**src/rtl/dma_sched_pkg.sv**
```systemverilog
package dma_sched_pkg;

  localparam int NQ    = 4;
  localparam int NSLOT = 6;

  typedef enum logic [1:0] {
    Q_PAGE = 2'd0,
    Q_GFX  = 2'd1,
    Q_RL0  = 2'd2,
    Q_RL1  = 2'd3
  } qid_e;

  // Queue served by each slot of the rotation.
  function automatic logic [1:0] slot_queue(input logic [2:0] s);
    case (s)
      3'd0, 3'd3: slot_queue = Q_PAGE;
      3'd1, 3'd4: slot_queue = Q_GFX;
      3'd2:       slot_queue = Q_RL0;
      default:    slot_queue = Q_RL1;
    endcase
  endfunction

  function automatic logic [2:0] slot_next(input logic [2:0] s);
    slot_next = (s >= 3'(NSLOT - 1)) ? 3'd0 : s + 3'd1;
  endfunction

  // Reduce a value modulo 2**lg (power-of-two ring size).
  function automatic logic [31:0] ring_fold(input logic [31:0] v, input int lg);
    ring_fold = v & ((32'd1 << lg) - 32'd1);
  endfunction

endpackage

```
**src/rtl/dma_ring_ptr.sv**
```systemverilog
module dma_ring_ptr
  import dma_sched_pkg::*;
#(
  parameter int PTRW  = 16,
  parameter int LENW  = 8,
  parameter int ADDRW = 32,
  parameter int GW    = 32,
  parameter int LG    = 6
) (
  input  logic             clk,
  input  logic             rst_n,
  input  logic             db_we,
  input  logic [PTRW-1:0]  db_wptr,
  input  logic             ring_adv,
  input  logic             ib_adv,
  input  logic [LENW-1:0]  adv_len,
  input  logic             ib_load,
  input  logic [ADDRW-1:0] ib_base_i,
  input  logic [PTRW-1:0]  ib_len_i,
  input  logic [ADDRW-1:0] base_i,
  output logic             pending,
  output logic             ib_active,
  output logic [ADDRW-1:0] rd_addr,
  output logic [PTRW-1:0]  rptr_o,
  output logic [PTRW-1:0]  wptr_o,
  output logic [GW-1:0]    gptr_o
);

  logic [PTRW-1:0]  rptr_q, wptr_q, ib_rp_q, ib_wp_q;
  logic [GW-1:0]    gptr_q;
  logic             ib_on_q;
  logic [ADDRW-1:0] ib_bs_q;

  logic [PTRW-1:0]  ring_next, ib_next, db_masked;
  logic             ib_drained;

  always_comb begin
    ring_next  = PTRW'(ring_fold(32'(rptr_q) + 32'(adv_len), LG));
    db_masked  = PTRW'(ring_fold(32'(db_wptr), LG));
    ib_next    = ib_rp_q + PTRW'(adv_len);
    ib_drained = (ib_next == ib_wp_q);
  end

  always_ff @(posedge clk) begin
    if (!rst_n) begin
      rptr_q  <= '0;
      wptr_q  <= '0;
      gptr_q  <= '0;
      ib_on_q <= 1'b0;
      ib_rp_q <= '0;
      ib_wp_q <= '0;
      ib_bs_q <= '0;
    end else begin
      if (db_we) wptr_q <= db_masked;
      if (ring_adv) begin
        rptr_q <= ring_next;
        gptr_q <= gptr_q + GW'(adv_len);
        if (ib_load && (ib_len_i != '0)) begin
          ib_on_q <= 1'b1;
          ib_rp_q <= '0;
          ib_wp_q <= ib_len_i;
          ib_bs_q <= ib_base_i;
        end
      end
      if (ib_adv) begin
        ib_rp_q <= ib_next;
        if (ib_drained) ib_on_q <= 1'b0;
      end
    end
  end

  assign pending   = ib_on_q ? (ib_rp_q != ib_wp_q) : (rptr_q != wptr_q);
  assign ib_active = ib_on_q;
  assign rd_addr   = ib_on_q ? (ib_bs_q + ADDRW'(ib_rp_q)) : (base_i + ADDRW'(rptr_q));
  assign rptr_o    = rptr_q;
  assign wptr_o    = wptr_q;
  assign gptr_o    = gptr_q;

endmodule

```
**src/rtl/dma_rot_picker.sv**
```systemverilog
module dma_rot_picker
  import dma_sched_pkg::*;
(
  input  logic [2:0]    slot_i,
  input  logic [NQ-1:0] pend_i,
  output logic          hit_o,
  output logic [2:0]    hit_slot_o
);

  logic [2:0] probe;

  always_comb begin
    hit_o      = 1'b0;
    hit_slot_o = slot_i;
    probe      = slot_i;
    for (int k = 0; k < NSLOT; k++) begin
      if (!hit_o && pend_i[slot_queue(probe)]) begin
        hit_o      = 1'b1;
        hit_slot_o = probe;
      end
      probe = slot_next(probe);
    end
  end

endmodule

```
**src/rtl/dma_ring_sched.sv**
```systemverilog
module dma_ring_sched
  import dma_sched_pkg::*;
#(
  parameter int PTRW    = 16,
  parameter int LENW    = 8,
  parameter int ADDRW   = 32,
  parameter int GW      = 32,
  parameter int OFFW    = 10,
  parameter int PAGE_LG = 6,
  parameter int GFX_LG  = 6,
  parameter int RL0_LG  = 5,
  parameter int RL1_LG  = 5
) (
  input  logic                  clk,
  input  logic                  rst_n,
  input  logic                  db_valid,
  input  logic [1:0]            db_sel,
  input  logic [OFFW-1:0]       db_offset,
  input  logic [PTRW-1:0]       db_wptr,
  input  logic [OFFW-1:0]       rl0_offset,
  input  logic [OFFW-1:0]       rl1_offset,
  input  logic [4*ADDRW-1:0]    ring_base,
  input  logic                  done_valid,
  input  logic [LENW-1:0]       done_len,
  input  logic                  done_ib_load,
  input  logic [ADDRW-1:0]      ib_base,
  input  logic [PTRW-1:0]       ib_len,
  output logic                  gnt_valid,
  output logic [1:0]            gnt_qid,
  output logic                  gnt_ib,
  output logic [ADDRW-1:0]      gnt_addr,
  output logic                  busy,
  output logic [2:0]            slot,
  output logic [3:0]            ib_active,
  output logic [4*PTRW-1:0]     q_rptr,
  output logic [4*PTRW-1:0]     q_wptr,
  output logic [4*GW-1:0]       q_gptr
);

  // Named internal events
  logic [NQ-1:0]    db_hit;
  logic [NQ-1:0]    pend;
  logic [NQ-1:0]    ring_adv;
  logic [NQ-1:0]    ib_adv;
  logic             done_fire;
  logic             pick_hit;
  logic [2:0]       pick_slot;
  logic [1:0]       pick_q;
  logic [ADDRW-1:0] q_addr [NQ];

  // Doorbell steering; rl0 wins when both offsets match.
  always_comb begin
    db_hit    = '0;
    db_hit[0] = db_valid && (db_sel == 2'd0);
    db_hit[1] = db_valid && (db_sel == 2'd1);
    db_hit[2] = db_valid && (db_sel == 2'd2) && (db_offset == rl0_offset);
    db_hit[3] = db_valid && (db_sel == 2'd2) && (db_offset == rl1_offset) &&
                (db_offset != rl0_offset);
  end

  assign done_fire = busy && done_valid;

  for (genvar g = 0; g < NQ; g++) begin : g_ring
    localparam int LG_Q = (g == 0) ? PAGE_LG :
                          (g == 1) ? GFX_LG  :
                          (g == 2) ? RL0_LG  : RL1_LG;

    assign ring_adv[g] = done_fire && (gnt_qid == 2'(g)) && !gnt_ib;
    assign ib_adv[g]   = done_fire && (gnt_qid == 2'(g)) &&  gnt_ib;

    dma_ring_ptr #(
      .PTRW(PTRW), .LENW(LENW), .ADDRW(ADDRW), .GW(GW), .LG(LG_Q)
    ) ring_i (
      .clk       (clk),
      .rst_n     (rst_n),
      .db_we     (db_hit[g]),
      .db_wptr   (db_wptr),
      .ring_adv  (ring_adv[g]),
      .ib_adv    (ib_adv[g]),
      .adv_len   (done_len),
      .ib_load   (done_ib_load),
      .ib_base_i (ib_base),
      .ib_len_i  (ib_len),
      .base_i    (ring_base[g*ADDRW +: ADDRW]),
      .pending   (pend[g]),
      .ib_active (ib_active[g]),
      .rd_addr   (q_addr[g]),
      .rptr_o    (q_rptr[g*PTRW +: PTRW]),
      .wptr_o    (q_wptr[g*PTRW +: PTRW]),
      .gptr_o    (q_gptr[g*GW +: GW])
    );
  end

  dma_rot_picker picker_i (
    .slot_i     (slot),
    .pend_i     (pend),
    .hit_o      (pick_hit),
    .hit_slot_o (pick_slot)
  );

  assign pick_q = slot_queue(pick_slot);

  always_ff @(posedge clk) begin
    if (!rst_n) begin
      busy      <= 1'b0;
      slot      <= '0;
      gnt_valid <= 1'b0;
      gnt_qid   <= '0;
      gnt_ib    <= 1'b0;
      gnt_addr  <= '0;
    end else begin
      gnt_valid <= 1'b0;
      if (!busy) begin
        if (pick_hit) begin
          busy      <= 1'b1;
          slot      <= pick_slot;
          gnt_valid <= 1'b1;
          gnt_qid   <= pick_q;
          gnt_ib    <= ib_active[pick_q];
          gnt_addr  <= q_addr[pick_q];
        end
      end else if (done_valid) begin
        busy <= 1'b0;
        slot <= slot_next(slot);
      end
    end
  end

endmodule

```
**config.mk**
```make
export PLATFORM = sky130hd
export DESIGN_NAME = dma_ring_sched
export DESIGN_NICKNAME = d
export VERILOG_FILES = /design/src/rtl/dma_sched_pkg.sv /design/src/rtl/dma_ring_ptr.sv /design/src/rtl/dma_rot_picker.sv /design/src/rtl/dma_ring_sched.sv
export SDC_FILE = /design/constraint.sdc
export NUM_CORES = 2
export LEC_CHECK = 0
export ABC_CLOCK_PERIOD_IN_PS = 5300
export BUFFER_PORTS_ARGS = -buffer_cell sky130_fd_sc_hd__clkbuf_2
export CAP_MARGIN = 20
export CORE_AREA = 2 2 228 320
export CTS_BUF_LIST = sky130_fd_sc_hd__clkbuf_8
export CTS_CLUSTER_SIZE = 25
export DETAILED_ROUTE_END_ITERATION = 8
export DIE_AREA = 0 0 230 322
export PLACE_DENSITY = 0.74
export SKIP_LAST_GASP = 1
export SYNTH_ARGS = -nofsm -noshare
export SYNTH_HDL_FRONTEND = slang
export SYNTH_HIERARCHICAL = 1
export SYNTH_SLANG_ARGS = --single-unit
```
**constraint.sdc**
```tcl
create_clock -name clk -period 5.3 [get_ports clk]
set_clock_uncertainty 0.15 [all_clocks]
set_input_delay 0 -clock clk [delete_from_list [all_inputs] [get_ports clk]]
set_output_delay 0 -clock clk [all_outputs]
set_load 0.01 [all_outputs]
```
---- Word level (Yosys, flattened, before mapping) ----
Cells that the tools add are included.
storage, ports and cells
  bits of input ports ..................... 237
  output and inout port bits .............. 300
  register bits after elaboration ......... 472
  word-level logic and storage cells ...... 278
cells by class
  mux-type cells .......................... 79
  $lt $le $gt $ge ......................... 13
  add/subtract/negate cells ............... 25
  equal/unequal tests ..................... 49
  bitwise gates (word level) .............. 3
  reduce and logical (&&, ||, !) cells .... 75
operators by type and width
  cell                  number
  $mux W32              6
  $mux W16              9
  $add A32 B16 Y32      4
  $add A32 B8 Y32       4
  $add A16 B8 Y16       4
  $add A32 B5 Y32       2
  $add A32 B6 Y32       2
  $bmux W32 S2          1
  $eq A16 B16 Y1        4
  $ne A16 B16 Y1        4
  $eq A3 B2 Y1 const B  14
  $pmux W2 S3           7
  $mux W3               13
  $mux W1               36
  $reduce_or A2 Y1      15
  $logic_and A1 B1 Y1   25
  $eq A3 B1 Y1 const B  7
  $eq A3 B3 Y1 const B  7
  $logic_not A3 Y1      7
  $lt A2 B3 Y1 const B  7
  $eq A10 B10 Y1        2
  $reduce_and A2 Y1     10
  $ge A3 B3 Y1 const B  6
  $reduce_bool A2 Y1    9
  15 further kinds      39

---- Logic depth before layout (Yosys ltp) ----
  depth after elaboration ................. 28
  mapped depth ............................ 19
  depth with buffers taken out ............ 16

---- Hierarchy ----
Netlist, hierarchy kept.
by module, submodules not included
  module                            instances  cells an instance  area an instance (µm²)
  dma_ring_ptr at g_ring[2].ring_i  1          1017               7891.3
  dma_ring_ptr at g_ring[0].ring_i  1          1019               7831.3
  dma_ring_ptr at g_ring[1].ring_i  1          1026               7827.5
  dma_ring_ptr at g_ring[3].ring_i  1          1018               7689.9
  dma_ring_sched                    1          266                2646.3
  dma_rot_picker                    1          100                763.2

---- Least setup slack after synthesis ----
Ideal clock, no wire load.
  path kind ............................... register -> register
  start point ............................. register slot[1]
  end point ............................... register gnt_addr[6]
  stages on the path, launching flop included .. 15
  arrival time ............................ 4.117 ns
  required time ........................... 5.022 ns
  path slack .............................. 0.905 ns
  path through ............................ dfxtp_1 inv_1 ha_1 clkbuf_4 o21a_2 a311oi_1 mux4_2 or4b_4 o32a_1 o21ai_1 mux2i_2 buf_6 buf_12 mux2i_1 o221ai_2
between the ends
  cells in the longest elaborated chain, start to end .. 28
  elaborated cells between the ends (all ways) .. 109
ends and longest elaborated chain
  what                                                    RTL line               RTL
  start, declared                                         dma_ring_sched.sv:33   output logic [2:0] slot,
  start signal, assigned                                  dma_ring_sched.sv:116  slot <= pick_slot;
  start signal, assigned                                  dma_ring_sched.sv:124  slot <= slot_next(slot);
  branches (longest 20 deep; another with $add A3 B1 Y3)  --
  $mux W3 (*)                                             dma_rot_picker.sv:17   if (!hit_o && pend_i[slot_queue(probe)]) begin
  net pick_slot[0]                                        dma_ring_sched.sv:47   logic [2:0] pick_slot;
  $eq A3 B1 Y1 (tied with other cells)                    dma_sched_pkg.sv:15    case (s)
  $reduce_or A2 Y1                                        dma_sched_pkg.sv:15
  $pmux W2 S3 (*)                                         dma_sched_pkg.sv:15
  $not A2 Y3 (not written as such) (*)                    dma_ring_sched.sv:120  gnt_addr <= q_addr[pick_q];
  $bmux W32 S2 (*)                                        dma_ring_sched.sv:120
  $mux W32 (not written as such) (*) (2 in a row)         dma_ring_sched.sv:120
  end signal, assigned                                    dma_ring_sched.sv:120
  end, declared                                           dma_ring_sched.sv:31   output logic [ADDRW-1:0] gnt_addr,
Mark *: on every way through the listed nets, which the timed path passes. The select of a mux whose other input is x is not followed.
A chain may end at the register's enable or synchronous reset.

---- Final worst setup path ----
  start point ............................. register g_ring[0].ring_i.ib_rp_q[11]
  end point ............................... register gnt_addr[0]
between the ends
  cells in the longest elaborated chain, start to end .. 27
  elaborated cells between the ends (all ways) .. 48
ends and longest elaborated chain
  what                                             RTL line               RTL
  start, declared                                  dma_ring_ptr.sv:29     logic [PTRW-1:0] rptr_q, wptr_q, ib_rp_q, ib_wp_q;
  start signal, assigned                           dma_ring_ptr.sv:66     ib_rp_q <= ib_next;
  $ne A16 B16 Y1 (*)                               dma_ring_ptr.sv:72     assign pending = ib_on_q ? (ib_rp_q != ib_wp_q) : (rptr_q != wptr_q);
  $mux W1 (*)                                      dma_ring_ptr.sv:72
  net pend[0]                                      dma_ring_sched.sv:42   logic [NQ-1:0] pend;
  $bmux W1 S2                                      dma_rot_picker.sv:17
  $mux W1 (not written as such)                    dma_rot_picker.sv:17
  $mux W1                                          dma_rot_picker.sv:17
  $logic_not A1 Y1                                 dma_rot_picker.sv:17
  $logic_and A1 B1 Y1                              dma_rot_picker.sv:17
  [... 12 more ...]                                --
  $mux W3 (*)                                      dma_rot_picker.sv:17
  net pick_slot[0]                                 dma_ring_sched.sv:47
  $eq A3 B1 Y1 (tied with other cells)             dma_sched_pkg.sv:15
  $reduce_or A2 Y1                                 dma_sched_pkg.sv:15
  $pmux W2 S3 (*)                                  dma_sched_pkg.sv:15
  $not A2 Y3 (not written as such) (*)             dma_ring_sched.sv:120
  $bmux W32 S2 (*)                                 dma_ring_sched.sv:120
  $mux W32 (not written as such) (*) (2 in a row)  dma_ring_sched.sv:120
The timed path passes the listed nets; every way through them passes the cells marked *. The select of a mux whose other input is x is not followed.

==> flow_metrics.py <==
metrics = {
    "status": {
        "run_status": "finished clean",
    },
    "yosys": {
        "synth_area_sq_mm": 0.0346,
        "avgSynthCellArea_sq_um": 7.79,
        "ys_seq_elements": 472,
        "synth_warnings": 6,
        "syn_inst": 4446,
        "async_reset_ff_frac": 0,
        "synth_edf_count": 0,
        "synth_ff_type": "dfxtp_1",
        "synthDistinctLibCells": 139,
        "synth-seq-area-share": 0.273,
    },
    "setup_path": {
        "rrSetupSlack_ps": 230,
        "crit_required_ps": 5700,
        "critPathMaxFanout": 32,
        "crit_end": "gnt_addr[0]$_SDFFE_PN0P_",
        "reg2reg_depth": 15,
        "critPathLaunchType": "flop",
        "cp-startpoint": "g_ring[0].ring_i/ib_rp_q[11]$_SDFFE_PN0P_",
        "critical_path_class": "flop to flop",
        "regToRegEndpoint": "gnt_addr[0]$_SDFFE_PN0P_",
        "endpoint_kind": "flop",
        "rr_startpoint": "g_ring[0].ring_i/ib_rp_q[11]$_SDFFE_PN0P_",
        "cp.arrival_ps": 5470,
    },
    "detailed_routing": {
        "vias": 34600,
        "via_per_inst": 5.73,
        "drt-total-wl_microns": 128000,
        "antenna_left": 0,
        "drt_iter0_drc": 2927,
        "drc": 0,
        "avgRoutedWirePerCell_microns": 21.2,
        "firstDrtPassIters": 6,
    },
    "global_routing": {
        "antenna_found_initial": 3,
        "grt_pass1_vias": 32600,
        "grt_max_degree": 68,
        "grt_overflow_total": 0,
        "grt_pass1_wl_microns": 190000,
        "grtUsageTotal": 0.334,
    },
    "clock_network": {
        "cts_setup_buffers": 0,
        "clock_latency_ps": 710,
        "clock-sinks": 472,
        "cts_tree": "yes",
        "numCtsBuffers": 80,
        "cts.path.max_buffers": 3,
        "clkSlewWorstSetupHoldPaths_ps": 60,
        "cts_max_level": 3,
        "root_buffer": "clkbuf_8",
    },
    "floorplan": {
        "die_w_microns": 230,
        "dieHeight_microns": 322,
        "core.rowCount": 116,
        "ios": 537,
        "initial_utilization": 0.487,
        "die-area_sq_mm": 0.0741,
        "core_sq_mm": 0.0711,
    },
    "pwr": {
        "p_leak_nw": 17.1,
        "seq_power_share": 0.307,
        "power_frac_clock": 0.257,
        "combPwrFrac": 0.436,
        "switchingPower_mw": 5.14,
        "p_int_mw": 8.02,
        "power_density_mw_per_mm2": 322,
        "vdd_drop_max_mv": 0.808,
        "netSwitchingFraction": 0.391,
    },
    "placement": {
        "io_buffers": 442,
        "gp_congestion": 1.03,
        "hpwlAfterDp_microns": 96500,
    },
    "timing": {
        "slew_headroom": 0.334,
        "rsz0062_at_grt": "false",
        "fmax_mhz": 197,
        "hold_viol": 0,
        "period_share": 0.956,
        "setup_viol": 0,
        "tightest_slew_ps": 998,
        "final-max-slew-violation-count": 0,
        "finalCriticalPeriod_ps": 5070,
        "fin_tns_setup_ps": 0,
    },
    "final_layout": {
        "finalCoreUtilization": 0.576,
        "syn2layout_area_growth_pct": 18.1,
        "nets": 5457,
        "drive_above_1_share": 0.145,
    },
    "run": {
        "drv_cap": 0,
    },
    "worst_hold_path": {
        "hp-class": "input port to flop",
    },
}
[power groups by stage]
stage	clock network [mW]	logic [mW]	registers (mW)
floorplan	0	4.40	4.06
global placement	0	5.39	4.10
detailed placement	0	5.51	4.11
CTS	3.46	5.66	4.03
global route	3.60	6.09	4.05
finish	3.38	5.74	4.04
[cell usage after synthesis (17+ instances only)]
| cell type | count | area [sq um] |
|---|---|---|
| a211oi_1 | 34 | 255 |
| a21o_1 | 62 | 465 |
| a21oi_1 | 407 | 2040 |
| a31oi_1 | 29 | 181 |
| and2_1 | 26 | 163 |
| and3_1 | 97 | 607 |
| and4_1 | 17 | 149 |
| buf_1 | 23 | 86.3 |
| buf_2 | 17 | 85.1 |
| buf_4 | 92 | 691 |
| clkbuf_1 | 141 | 529 |
| dfxtp_1 | 472 | 9450 |
| fa_1 | 20 | 400 |
| ha_1 | 175 | 2190 |
| inv_1 | 121 | 454 |
| mux2i_1 | 176 | 1760 |
| nand2_1 | 657 | 2470 |
| nand2b_1 | 32 | 200 |
| nand3_1 | 110 | 551 |
| nand4_1 | 48 | 300 |
| nor2_1 | 426 | 1600 |
| nor2b_1 | 31 | 194 |
| nor3_1 | 85 | 425 |
| nor4_1 | 48 | 300 |
| o21a_1 | 26 | 195 |
| o21ai_0 | 113 | 566 |
| o21ai_1 | 52 | 260 |
| o21bai_1 | 18 | 135 |
| o221ai_1 | 32 | 280 |
| or3_1 | 47 | 294 |
| xnor2_1 | 286 | 2500 |
| xor2_1 | 207 | 1810 |
[cells by family (layout without fill, tap and decap cells)]
group / count (synthesis) / count (layout) / share of synthesized area
flip-flops: 472 / 472 / 0.273
other: 4 / 89 / 0.000433
AO/OA/AOI/OAI: 954 / 954 / 0.176
multiplexers: 192 / 192 / 0.0572
buffers and inverters: 424 / 979 / 0.0618
XOR/XNOR: 496 / 496 / 0.126
adder cells (fa/ha/maj): 195 / 195 / 0.0747
AND/OR/NAND/NOR: 1709 / 1709 / 0.231
[worst max-delay path, stage by stage, from the launching register on]
cell	delay [ps]
dfxtp_1	440
xnor2_1	200
nand2_1	100
nor3_1	190
nand3_1	110
nor4_1	520
a21oi_1	260
mux4_2	530
or4b_4	590
o32a_1	370
o21ai_1	250
mux2i_4	330
buf_12	270
buf_4	220
mux2i_1	230
o221ai_1	130
[final cells by class]
cell class,instances,area [sq um]
Antenna cell,5,12.5
Clock buffer,96,1320
Clock inverter,42,256
Fill cell,6595,30200
Inverter,130,494
Multi-Input combinational cell,3630,23400
Sequential cell,472,9450
Tap cell,944,1180
Timing Repair Buffer,711,4790
[timing repair]
item | 4_1_cts | 5_1_grt
endpoints found under the hold margin | 311 | 0
hold buffers | 209 | 0
endpoints found under the setup margin | 0 | 17
gates resized for setup | 0 | 1
[layer usage]
layer | vias up | track usage | share of wire
met3 | 443 | 0.0585 | 0.071
met5 | - | 0 | 0.00020
met4 | 4 | 0.302 | 0.10
met1 | 16100 | 0.367 | 0.37
li1 | 16600 | - | -
met2 | 1469 | 0.551 | 0.46
[sequential cells by signal, summed over array words and instances (netlist names), 4 cells and up]
register and count:
g_ring.ring_i/gptr_o 128, g_ring.ring_i/ib_active 4, g_ring.ring_i/ib_bs_q 128, g_ring.ring_i/ib_rp_q 64, g_ring.ring_i/ib_wp_q 64, g_ring.ring_i/rptr_o 22
g_ring.ring_i/wptr_o 22, gnt_addr 32
[worst min path at each step]
| stage | start | endpoint | slack (ps) | cells past startpoint |
|---|---|---|---|---|
| global placement | done_valid | slot[2]$_SDFFE_PN0P_ | 140 | 2 |
| detailed placement | done_valid | slot[2]$_SDFFE_PN0P_ | 140 | 2 |
| finish | ring_base[2] | gnt_addr[2]$_SDFFE_PN0P_ | 70 | 7 |
| CTS | ring_base[109] | gnt_addr[13]$_SDFFE_PN0P_ | 9 | 5 |
| global route | ring_base[107] | gnt_addr[11]$_SDFFE_PN0P_ | 30 | 5 |
| floorplan | done_valid | slot[2]$_SDFFE_PN0P_ | -40 | 1 |
[placed cells by master, fill, tap and decap left out, drive strengths merged, types with 18 or more instances in the layout]
| cell | count |
|---|---|
| nand2 | 659 |
| clkbuf | 538 |
| dfxtp | 472 |
| nor2 | 429 |
| a21oi | 410 |
| xnor2 | 287 |
| dlygate4sd3 | 209 |
| xor2 | 207 |
| mux2i | 178 |
| ha | 175 |
| o21ai | 167 |
| inv | 149 |
| nand3 | 112 |
| and3 | 98 |
| nor3 | 87 |
| conb | 84 |
| a21o | 63 |
| buf | 60 |
| nor4 | 52 |
| nand4 | 49 |
| or3 | 47 |
| a211oi | 35 |
| o221ai | 35 |
| nand2b | 33 |
| nor2b | 32 |
| a31oi | 32 |
| o21a | 29 |
| and2 | 27 |
| fa | 20 |
| or2 | 19 |
| o21bai | 18 |
| and4 | 18 |
[per-stage QoR]
step | std cells | setup slack, ps | area (sq um) | hold slack [ps] | power (mW)
after floorplan | 4526 | 905 | 34900 | -41.8 | 8.46
after global routing | 6026 | 27.4 | 40900 | 34.0 | 13.7
after detailed placement | 5678 | 229 | 37200 | 135 | 9.62
after CTS | 6025 | 178 | 40900 | 8.80 | 13.1
after global placement | 5678 | 382 | 37200 | 139 | 9.50
final | 6030 | 231 | 40900 | 71.2 | 13.2
No activity file was read; power rests on OpenSTA's default activity.
